**src/rtl/seqmath_pkg.sv**
```systemverilog
package seqmath_pkg;

    typedef enum logic [2:0] {
        OP_DIVL,
        OP_DIVS,
        OP_MUL,
        OP_SHIFT,
        OP_NORM
    } op_e;

    typedef enum logic [2:0] {
        S_IDLE,
        S_LOAD_A,
        S_LOAD_AB,
        S_LOAD_B,
        S_LOAD_BA,
        S_RUN,
        S_READ,
        S_FAULT
    } state_e;

    localparam logic [2:0] ADR_A    = 3'd0;
    localparam logic [2:0] ADR_B    = 3'd1;
    localparam logic [2:0] ADR_CNT  = 3'd2;
    localparam logic [2:0] ADR_STAT = 3'd3;

    localparam int CNT_DIR_BIT  = 5;
    localparam int CNT_NORM_BIT = 6;

endpackage

```
**src/rtl/seqmath_engine.sv**
```systemverilog
module seqmath_engine
    import seqmath_pkg::*;
#(
    parameter int QW = 32,
    parameter int DW = 16
) (
    input  logic                   clk,
    input  logic                   rst_n,
    input  logic                   kick,
    input  op_e                    op,
    input  logic [QW-1:0]          opa,
    input  logic [DW-1:0]          opb,
    input  logic [$clog2(QW)-1:0]  shamt,
    input  logic                   dir_r,
    output logic [QW-1:0]          res_q,
    output logic [DW-1:0]          res_r,
    output logic                   idle
);
    localparam int EW = $clog2(QW);
    localparam int SW = EW + 1;

    logic [QW-1:0] acc, acc_n, aux, aux_n;
    logic [DW:0]   rem, rem_n, rem_sh;
    logic [SW-1:0] left, left_n;
    op_e           op_r, op_rn;
    logic          dir_q, dir_n;

    always_comb begin
        acc_n  = acc;
        aux_n  = aux;
        rem_n  = rem;
        left_n = left;
        op_rn  = op_r;
        dir_n  = dir_q;
        rem_sh = {rem[DW-1:0], acc[QW-1]};
        if (kick) begin
            op_rn = op;
            rem_n = '0;
            aux_n = '0;
            unique case (op)
                OP_DIVL, OP_DIVS: begin
                    if (opb == '0) begin
                        acc_n  = '1;
                        rem_n  = {1'b0, opa[DW-1:0]};
                        left_n = '0;
                    end else begin
                        acc_n  = (op == OP_DIVL) ? opa : {opa[DW-1:0], {(QW-DW){1'b0}}};
                        aux_n  = {{(QW-DW){1'b0}}, opb};
                        left_n = (op == OP_DIVL) ? SW'(QW) : SW'(DW);
                    end
                end
                OP_MUL: begin
                    acc_n  = '0;
                    aux_n  = {{(QW-DW){1'b0}}, opa[DW-1:0]};
                    rem_n  = {1'b0, opb};
                    left_n = SW'(DW);
                end
                OP_SHIFT: begin
                    acc_n  = opa;
                    dir_n  = dir_r;
                    left_n = {1'b0, shamt};
                end
                OP_NORM: begin
                    acc_n  = opa;
                    left_n = SW'(QW - 1);
                end
                default: ;
            endcase
        end else if (left != '0) begin
            left_n = left - 1'b1;
            unique case (op_r)
                OP_DIVL, OP_DIVS: begin
                    if (rem_sh >= aux[DW:0]) begin
                        rem_n = rem_sh - aux[DW:0];
                        acc_n = {acc[QW-2:0], 1'b1};
                    end else begin
                        rem_n = rem_sh;
                        acc_n = {acc[QW-2:0], 1'b0};
                    end
                end
                OP_MUL: begin
                    if (rem[0]) acc_n = acc + aux;
                    aux_n = {aux[QW-2:0], 1'b0};
                    rem_n = {1'b0, rem[DW:1]};
                end
                OP_SHIFT: acc_n = dir_q ? {1'b0, acc[QW-1:1]} : {acc[QW-2:0], 1'b0};
                OP_NORM: begin
                    if (acc[QW-1] || acc == '0) begin
                        left_n = '0;
                    end else begin
                        acc_n = {acc[QW-2:0], 1'b0};
                        rem_n = rem + 1'b1;
                    end
                end
                default: ;
            endcase
        end
    end

    always_ff @(posedge clk or negedge rst_n) begin
        if (!rst_n) begin
            acc   <= '0;
            aux   <= '0;
            rem   <= '0;
            left  <= '0;
            op_r  <= OP_DIVL;
            dir_q <= 1'b0;
        end else begin
            acc   <= acc_n;
            aux   <= aux_n;
            rem   <= rem_n;
            left  <= left_n;
            op_r  <= op_rn;
            dir_q <= dir_n;
        end
    end

    assign res_q = acc;
    assign res_r = rem[DW-1:0];
    assign idle  = (left == '0);


    norm_msb_chk: assert property (@(posedge clk) disable iff (!rst_n)
        (op_r == OP_NORM && left == '0 && acc != '0) |-> acc[QW-1]);

endmodule

```
**src/rtl/seqmath_seq.sv**
```systemverilog
module seqmath_seq
    import seqmath_pkg::*;
#(
    parameter int LAT_DIVL  = 36,
    parameter int LAT_DIVS  = 24,
    parameter int LAT_MUL   = 24,
    parameter int LAT_SHIFT = 36,
    parameter int LAT_NORM  = 36
) (
    input  logic       clk,
    input  logic       rst_n,
    input  logic [2:0] addr,
    input  logic       wr_en,
    input  logic       rd_en,
    input  logic       sel_norm,
    input  logic       restart,
    output logic       take_a,
    output logic       take_b,
    output logic       kick,
    output op_e        op,
    output logic       fin,
    output logic       busy,
    output logic       engaged,
    output logic       fault,
    output logic [1:0] a_ptr,
    output logic       b_ptr
);
    localparam int LAT_A   = (LAT_DIVL > LAT_SHIFT) ? LAT_DIVL : LAT_SHIFT;
    localparam int LAT_B   = (LAT_DIVS > LAT_MUL) ? LAT_DIVS : LAT_MUL;
    localparam int LAT_C   = (LAT_A > LAT_B) ? LAT_A : LAT_B;
    localparam int LAT_MAX = (LAT_C > LAT_NORM) ? LAT_C : LAT_NORM;
    localparam int CW      = $clog2(LAT_MAX + 1);

    state_e        st, st_n;
    op_e           op_q, op_n;
    logic [2:0]    na, na_n, ra, ra_n;
    logic [1:0]    nb, nb_n, rb, rb_n;
    logic [CW-1:0] cnt, cnt_n;
    logic [1:0]    ap, ap_n;
    logic          bp, bp_n;
    logic          go, kick_q;
    logic          wa, wb, wc, rda, rdb, rdany;

    function automatic logic [CW-1:0] lat_of(input op_e o);
        unique case (o)
            OP_DIVL:  return CW'(LAT_DIVL - 1);
            OP_DIVS:  return CW'(LAT_DIVS - 1);
            OP_MUL:   return CW'(LAT_MUL - 1);
            OP_SHIFT: return CW'(LAT_SHIFT - 1);
            default:  return CW'(LAT_NORM - 1);
        endcase
    endfunction

    assign wa    = wr_en && addr == ADR_A;
    assign wb    = wr_en && addr == ADR_B;
    assign wc    = wr_en && addr == ADR_CNT;
    assign rda   = rd_en && addr == ADR_A;
    assign rdb   = rd_en && addr == ADR_B;
    assign rdany = rda || rdb;

    // transitions
    always_comb begin
        st_n = st; op_n = op_q; na_n = na; nb_n = nb;
        ra_n = ra; rb_n = rb; cnt_n = cnt; ap_n = ap; bp_n = bp;
        go = 1'b0; take_a = 1'b0; take_b = 1'b0;
        unique case (st)
            S_IDLE: begin
                if (wa) begin
                    st_n = S_LOAD_A; na_n = 3'd1; take_a = 1'b1;
                end else if (wb) begin
                    st_n = S_LOAD_B; nb_n = 2'd1; take_b = 1'b1;
                end else if (wc || rdany) st_n = S_FAULT;
            end
            S_LOAD_A: begin
                if (wa) begin
                    if (na < 3'd4) begin na_n = na + 1'b1; take_a = 1'b1; end
                    else st_n = S_FAULT;
                end else if (wb) begin
                    if (na == 3'd2 || na == 3'd4) begin
                        st_n = S_LOAD_AB; nb_n = 2'd1; take_b = 1'b1;
                    end else st_n = S_FAULT;
                end else if (wc) begin
                    if (na == 3'd4) begin go = 1'b1; op_n = sel_norm ? OP_NORM : OP_SHIFT; end
                    else st_n = S_FAULT;
                end else if (rdany) st_n = S_FAULT;
            end
            S_LOAD_AB: begin
                if (wb) begin
                    go = 1'b1; take_b = 1'b1;
                    op_n = (na == 3'd4) ? OP_DIVL : OP_DIVS;
                end else if (wa || wc || rdany) st_n = S_FAULT;
            end
            S_LOAD_B: begin
                if (wb) begin
                    if (nb == 2'd1) begin nb_n = 2'd2; take_b = 1'b1; end
                    else st_n = S_FAULT;
                end else if (wa) begin
                    if (nb == 2'd2) begin st_n = S_LOAD_BA; take_a = 1'b1; end
                    else st_n = S_FAULT;
                end else if (wc || rdany) st_n = S_FAULT;
            end
            S_LOAD_BA: begin
                if (wa) begin go = 1'b1; take_a = 1'b1; op_n = OP_MUL; end
                else if (wb || wc || rdany) st_n = S_FAULT;
            end
            S_RUN: begin
                if (wa || wb || wc) st_n = S_FAULT;
                else if (cnt == '0) begin
                    st_n = S_READ;
                    unique case (op_q)
                        OP_DIVL: begin ra_n = 3'd4; rb_n = 2'd2; ap_n = 2'd3; bp_n = 1'b1; end
                        OP_DIVS: begin ra_n = 3'd2; rb_n = 2'd2; ap_n = 2'd1; bp_n = 1'b1; end
                        OP_NORM: begin ra_n = 3'd4; rb_n = 2'd1; ap_n = 2'd3; bp_n = 1'b0; end
                        default: begin ra_n = 3'd4; rb_n = 2'd0; ap_n = 2'd3; end
                    endcase
                end else cnt_n = cnt - 1'b1;
            end
            S_READ: begin
                if (wa || wb || wc) st_n = S_FAULT;
                else if (rda) begin
                    if (ra != '0) begin
                        ra_n = ra - 1'b1; ap_n = ap - 1'b1;
                        if (ra == 3'd1 && rb == '0) st_n = S_IDLE;
                    end else st_n = S_FAULT;
                end else if (rdb) begin
                    if (ra == '0 && rb != '0) begin
                        rb_n = rb - 1'b1; bp_n = bp - 1'b1;
                        if (rb == 2'd1) st_n = S_IDLE;
                    end else st_n = S_FAULT;
                end
            end
            S_FAULT: ;
            default: st_n = S_FAULT;
        endcase
        if (go) begin
            st_n  = S_RUN;
            cnt_n = lat_of(op_n);
        end
        if (restart) begin
            st_n = S_IDLE; go = 1'b0; take_a = 1'b0; take_b = 1'b0;
        end
    end

    // state register
    always_ff @(posedge clk or negedge rst_n) begin
        if (!rst_n) begin
            st <= S_IDLE; op_q <= OP_DIVL; na <= '0; nb <= '0;
            ra <= '0; rb <= '0; cnt <= '0; ap <= '0; bp <= '0; kick_q <= 1'b0;
        end else begin
            st <= st_n; op_q <= op_n; na <= na_n; nb <= nb_n;
            ra <= ra_n; rb <= rb_n; cnt <= cnt_n; ap <= ap_n; bp <= bp_n;
            kick_q <= go;
        end
    end

    // outputs
    always_comb begin
        busy    = (st == S_RUN);
        engaged = (st != S_IDLE);
        fault   = (st == S_FAULT);
        fin     = (st == S_RUN) && (st_n == S_READ);
        kick    = kick_q;
        op      = op_q;
        a_ptr   = ap;
        b_ptr   = bp;
    end


    busy_after_write_chk: assert property (@(posedge clk) disable iff (!rst_n)
        $rose(busy) |-> $past(wr_en));


    fault_hold_chk: assert property (@(posedge clk) disable iff (!rst_n)
        (st == S_FAULT && !restart) |=> st == S_FAULT);


    busy_ptr_chk: assert property (@(posedge clk) disable iff (!rst_n)
        (st == S_RUN && !fin) |=> ($stable(a_ptr) && $stable(b_ptr)));


    read_pending_chk: assert property (@(posedge clk) disable iff (!rst_n)
        (st == S_READ) |-> (ra != '0 || rb != '0));

endmodule

```
**src/rtl/seqmath_unit.sv**
```systemverilog
module seqmath_unit
    import seqmath_pkg::*;
#(
    parameter int LAT_DIVL  = 36,
    parameter int LAT_DIVS  = 24,
    parameter int LAT_MUL   = 24,
    parameter int LAT_SHIFT = 36,
    parameter int LAT_NORM  = 36
) (
    input  logic       clk,
    input  logic       rst_n,
    input  logic [2:0] addr,
    input  logic       wr_en,
    input  logic       rd_en,
    input  logic [7:0] wdata,
    output logic [7:0] rdata
);
    localparam int QW = 32;
    localparam int DW = 16;
    localparam int EW = $clog2(QW);

    logic [QW-1:0] op_a, res_a, eng_q;
    logic [DW-1:0] op_b, res_b, eng_r;
    logic [7:0]    cnt_reg;
    logic          dz, eng_idle;
    logic          take_a, take_b, kick, fin, busy, engaged, fault, b_ptr, restart;
    logic [1:0]    a_ptr;
    op_e           op;

    assign restart = wr_en && addr == ADR_STAT && !wdata[0];

    seqmath_seq #(
        .LAT_DIVL (LAT_DIVL),
        .LAT_DIVS (LAT_DIVS),
        .LAT_MUL  (LAT_MUL),
        .LAT_SHIFT(LAT_SHIFT),
        .LAT_NORM (LAT_NORM)
    ) u_seq (
        .clk     (clk),
        .rst_n   (rst_n),
        .addr    (addr),
        .wr_en   (wr_en),
        .rd_en   (rd_en),
        .sel_norm(wdata[CNT_NORM_BIT]),
        .restart (restart),
        .take_a  (take_a),
        .take_b  (take_b),
        .kick    (kick),
        .op      (op),
        .fin     (fin),
        .busy    (busy),
        .engaged (engaged),
        .fault   (fault),
        .a_ptr   (a_ptr),
        .b_ptr   (b_ptr)
    );

    seqmath_engine #(.QW(QW), .DW(DW)) u_eng (
        .clk  (clk),
        .rst_n(rst_n),
        .kick (kick),
        .op   (op),
        .opa  (op_a),
        .opb  (op_b),
        .shamt(cnt_reg[EW-1:0]),
        .dir_r(cnt_reg[CNT_DIR_BIT]),
        .res_q(eng_q),
        .res_r(eng_r),
        .idle (eng_idle)
    );

    always_ff @(posedge clk or negedge rst_n) begin
        if (!rst_n) begin
            op_a    <= '0;
            op_b    <= '0;
            cnt_reg <= '0;
            res_a   <= '0;
            res_b   <= '0;
            dz      <= 1'b0;
        end else begin
            if (take_a) op_a <= {op_a[QW-9:0], wdata};
            if (take_b) op_b <= {op_b[DW-9:0], wdata};
            if (wr_en && addr == ADR_CNT) cnt_reg <= wdata;
            if (fin) begin
                res_a <= eng_q;
                res_b <= eng_r;
                if ((op == OP_DIVL || op == OP_DIVS) && op_b == '0) dz <= 1'b1;
            end
            if (restart) dz <= 1'b0;
        end
    end

    always_comb begin
        unique case (addr)
            ADR_A:    rdata = res_a[{a_ptr, 3'b000} +: 8];
            ADR_B:    rdata = res_b[{b_ptr, 3'b000} +: 8];
            ADR_CNT:  rdata = cnt_reg;
            ADR_STAT: rdata = {4'b0000, dz, fault, busy, engaged};
            default:  rdata = 8'h00;
        endcase
    end


    fin_engine_idle_chk: assert property (@(posedge clk) disable iff (!rst_n)
        fin |-> eng_idle);


    dz_quot_chk: assert property (@(posedge clk) disable iff (!rst_n)
        $rose(dz) |-> res_a[DW-1:0] == '1);

endmodule

```
**config.mk**
```make
export PLATFORM = sky130hd
export DESIGN_NAME = seqmath_unit
export DESIGN_NICKNAME = d
export VERILOG_FILES = /design/src/rtl/seqmath_pkg.sv /design/src/rtl/seqmath_engine.sv /design/src/rtl/seqmath_seq.sv /design/src/rtl/seqmath_unit.sv
export SDC_FILE = /design/constraint.sdc
export NUM_CORES = 1
export LEC_CHECK = 0
export BUFFER_PORTS_ARGS = -buffer_cell sky130_fd_sc_hd__buf_2
export CAP_MARGIN = 20
export CORE_ASPECT_RATIO = 0.8
export CORE_MARGIN = 2
export CORE_UTILIZATION = 40
export CTS_CLUSTER_DIAMETER = 100
export DETAILED_ROUTE_END_ITERATION = 8
export GPL_TIMING_DRIVEN = 0
export PLACE_DENSITY_LB_ADDON = 0.08
export SYNTH_ARGS = -nofsm -noshare
export SYNTH_HDL_FRONTEND = slang
export SYNTH_HIERARCHICAL = 1
export SYNTH_SLANG_ARGS = --single-unit
```
**constraint.sdc**
```tcl
create_clock -name clk -period 4 [get_ports clk]
set_input_delay 0.2 -clock clk [delete_from_list [all_inputs] [get_ports clk]]
set_output_delay 0.2 -clock clk [all_outputs]
set_load 0.005 [all_outputs]
```
==> impl_results.md <==
- Routed WL: between 60 and 70 mm
- Setup bufs post-CTS: 0
- DR vias: about 15000
- Worst path required time: 4.40 ns
- Pleak: approximately 7.4 nW
- Register area: 0.00556 mm^2
- Slew Viols, Final: 0
- Clock network latency to the later pin of the worst-skew pair: 0.56 ns
- Avg Vias per Cell: 6.32
- Layout area overhead: 11.7%
- Synth Warn #: 6
- H-Tree Depth: 1
- Dpl ws: approximately 0.19 ns
- Type of the worst min-delay path: input port to async pin
- Setup ws final: slightly above 0.4 ns
- Routed Antenna Nets: 0
- Worst-Margin Slew: slightly below 1 ns
- Layout cell share with drive strength beyond 1: 15.4%
- Initial Utilization: 40.6%
- Final HPWL DP: 46.0 mm
- Clock sinks: between 200 and 250
- Cell variety after synth: 99
- TritonCTS clock tree: built
- Row cnt: 65
- EDFF count, synth: 0
- Startpoint Class: register
- WS Path Type: register to register
- # DRC: 0
- CTS Root Cell: clkbuf_16
- Final Wtd Congestion: between 0.9 and 1
- Clock Path Buffers: 3
- DR iter-0 viols: approximately 1800
- Fin. Hold Viols: 0
- Largest net degree at the start of global routing: 111
- Pwr dens: ~920 mW/mm^2
- I/O Pins: 23
- Period minus WS final: between 3 and 4 ns
- Crit. End Element: register
- Async S/R FF share, synth: between 90% and 100%
- DIE WIDTH: around 230 um
- Max-cap violations: 0
- Hold Slack: 0.0484 ns
- Relative slew slack: 33.8%
- Most common flop cell mapped by yosys: dfrtp_1
- Status: complete, no violations
- First-pass GRT wire length: about 90 mm
- Clk_skew: between 0.015 and 0.02 ns
- Routed length per placed instance: 25.1 um
- Final period util: around nine tenths
- Synth Cell Area: 0.0160 mm^2
- Mean Syn Cell Area: 8.88 um^2
- First-pass DRT Iterations: 7
- Final Setup Violations: 0
- Mapped Cells: 1803
- CTS buffer count: 26
- Total gr overflow: 0
- Vias in the first global route: 14500
- Arrival time worst endpoint: ~4 ns
- Clk pin slew, worst setup/hold paths: 0.07 ns
- Tot GR Track Use: between 20% and 30%
- Register area share after synthesis: 34.7%
- Fmax: 0.279 GHz
- Die area: ~0.042 mm^2
- Post-synthesis register bit count: about 220
- Multi-input gate area: roughly 0.0096 mm^2
- Crit-path max FO: 10
- VDD IR-drop max: slightly below 0.0004 V
- Initial antenna violation count: 0
- Synth Net Count: roughly 1900
- Area of the core: just under 0.04 mm^2
- Height of the die: about 180 um
- NumNets Final: approximately 1900
- RSZ-0062 raised after global routing: no
- Fillers: 3941
- Port bufs: 22
-- worst max-delay path, cell delays in order, from the launching register on --
cell,delay [ns]
dfrtp_1,0.32
clkbuf_1,0.35
clkbuf_1,0.57
clkbuf_1,0.61
clkbuf_1,0.79
clkbuf_1,0.61
o22ai_1,0.16
-- power by group --
group / internal, W / switching, W / leakage, nW
sequential: 0.00314 / 0.00163 / 2.83
combinational: 0.00376 / 0.00529 / 4.13
clock: 0.00159 / 0.00104 / 0.455
-- kinds of logic (layout without fill, tap and decap cells) --
group                    count (synthesis)  after routing  share of synthesized area, %
XOR/XNOR                                42             42                          2.30
adder cells (fa/ha/maj)                 63             63                          5.02
AO/OA/AOI/OAI                          623            623                          26.1
other                                    0              1                             0
buffers and inverters                  192            274                          5.42
multiplexers                           145            145                          10.4
flip-flops                             222            222                          34.7
AND/OR/NAND/NOR                        516            516                          16.1
-- worst paths after layout --
path	start	slack (ns)	cells past startpoint	end
worst max-delay path	u_seq/kick$_DFF_PN0_	0.41	6	u_eng/aux[9]$_DFFE_PN0P_
worst min-delay path	rst_n	0.05	2	u_eng/aux[14]$_DFFE_PN0P_
worst max register to register	u_seq/kick$_DFF_PN0_	0.41	6	u_eng/aux[9]$_DFFE_PN0P_
worst min register to register	res_a[12]$_DFFE_PN0P_	0.50	1	res_a[12]$_DFFE_PN0P_
max in group asynchronous	rst_n	2.66	4	u_seq/rb[1]$_DFFE_PN0P_
min in group clk	addr[0]	0.05	4	dz$_DFFE_PN0P_
-- cell type report --
type,count,area share (%)
multi-input combinational,1389,53.6
sequential,222,31.1
clock buffer,33,4.02
tap,536,3.75
buffer,130,3.55
timing repair buffer,34,1.53
inverter,62,1.30
clock inverter,15,1.17
antenna,1,0.0140
-- timing repair --
action / CTS / global route
hold endpoints to repair: 135 / 0
gates resized for setup: 0 / 0
hold buffers: 9 / 0
-- Yosys cell counts, types with 6 or more instances --
| cell | number | area share (%) |
|---|---|---|
| a21o_1 | 26 | 1.2 |
| o31ai_1 | 12 | 0.56 |
| o221ai_1 | 18 | 0.98 |
| buf_2 | 30 | 0.94 |
| nor3b_1 | 9 | 0.42 |
| buf_1 | 6 | 0.14 |
| a22o_1 | 17 | 0.93 |
| mux2_2 | 127 | 8.9 |
| ha_1 | 61 | 4.8 |
| xnor2_1 | 26 | 1.4 |
| or3_1 | 9 | 0.35 |
| and4_1 | 6 | 0.33 |
| nor2_1 | 114 | 2.7 |
| clkbuf_1 | 69 | 1.6 |
| o21a_1 | 9 | 0.42 |
| o21bai_1 | 8 | 0.38 |
| a221oi_1 | 31 | 1.7 |
| nor2b_1 | 24 | 0.94 |
| o22ai_1 | 17 | 0.66 |
| nand2_1 | 169 | 4.0 |
| nand2b_1 | 20 | 0.78 |
| and3_1 | 11 | 0.43 |
| and2_1 | 7 | 0.27 |
| a211oi_1 | 32 | 1.5 |
| o21ai_0 | 146 | 4.6 |
| buf_4 | 19 | 0.89 |
| inv_1 | 57 | 1.3 |
| nor3_1 | 34 | 1.1 |
| a221o_1 | 8 | 0.50 |
| nand4_1 | 13 | 0.51 |
| a31oi_1 | 38 | 1.5 |
| dfrtp_1 | 222 | 35 |
| o22a_1 | 6 | 0.33 |
| o211ai_1 | 15 | 0.70 |
| nor4_1 | 22 | 0.86 |
| a21oi_1 | 126 | 3.9 |
| nand3b_1 | 6 | 0.28 |
| o2bb2ai_1 | 12 | 0.66 |
| mux2i_1 | 12 | 0.75 |
| a22oi_1 | 41 | 1.9 |
| a211o_1 | 6 | 0.33 |
| nand3_1 | 41 | 1.3 |
| xor2_1 | 16 | 0.88 |
-- stage by stage --
step	power, W	TNS (ns)	std cells	cell area [um^2]	util, %
global route	0.0175	0	2421	17900	45.3
global placement	0.0135	-348.43	2361	16800	42.6
finish	0.0165	0	2422	17900	45.3
detailed placement	0.0136	0	2363	16900	42.7
CTS	0.0163	0	2420	17900	45.3
floorplan	0.0105	0	1803	16000	-
-- routing by layer --
layer / GRT usage (%) / part of all wire [%] / up-vias
li1: - / - / 6891
met1: 45.2 / 48 / 7681
met2: 42.5 / 42 / 633
met3: 4.34 / 7.9 / 97
met4: 6.98 / 2.4 / 0
met5: 0 / 0 / -
-- cells in the final DEF (no fill, tap or decap), types with 51 or more instances in the layout --
master	instances
a21oi_1	126
buf_2	51
clkbuf_1	73
dfrtp_1	222
ha_1	61
inv_1	57
mux2_2	127
nand2_1	169
nor2_1	114
o21ai_0	146
No activity file was read; power rests on OpenSTA's default activity.
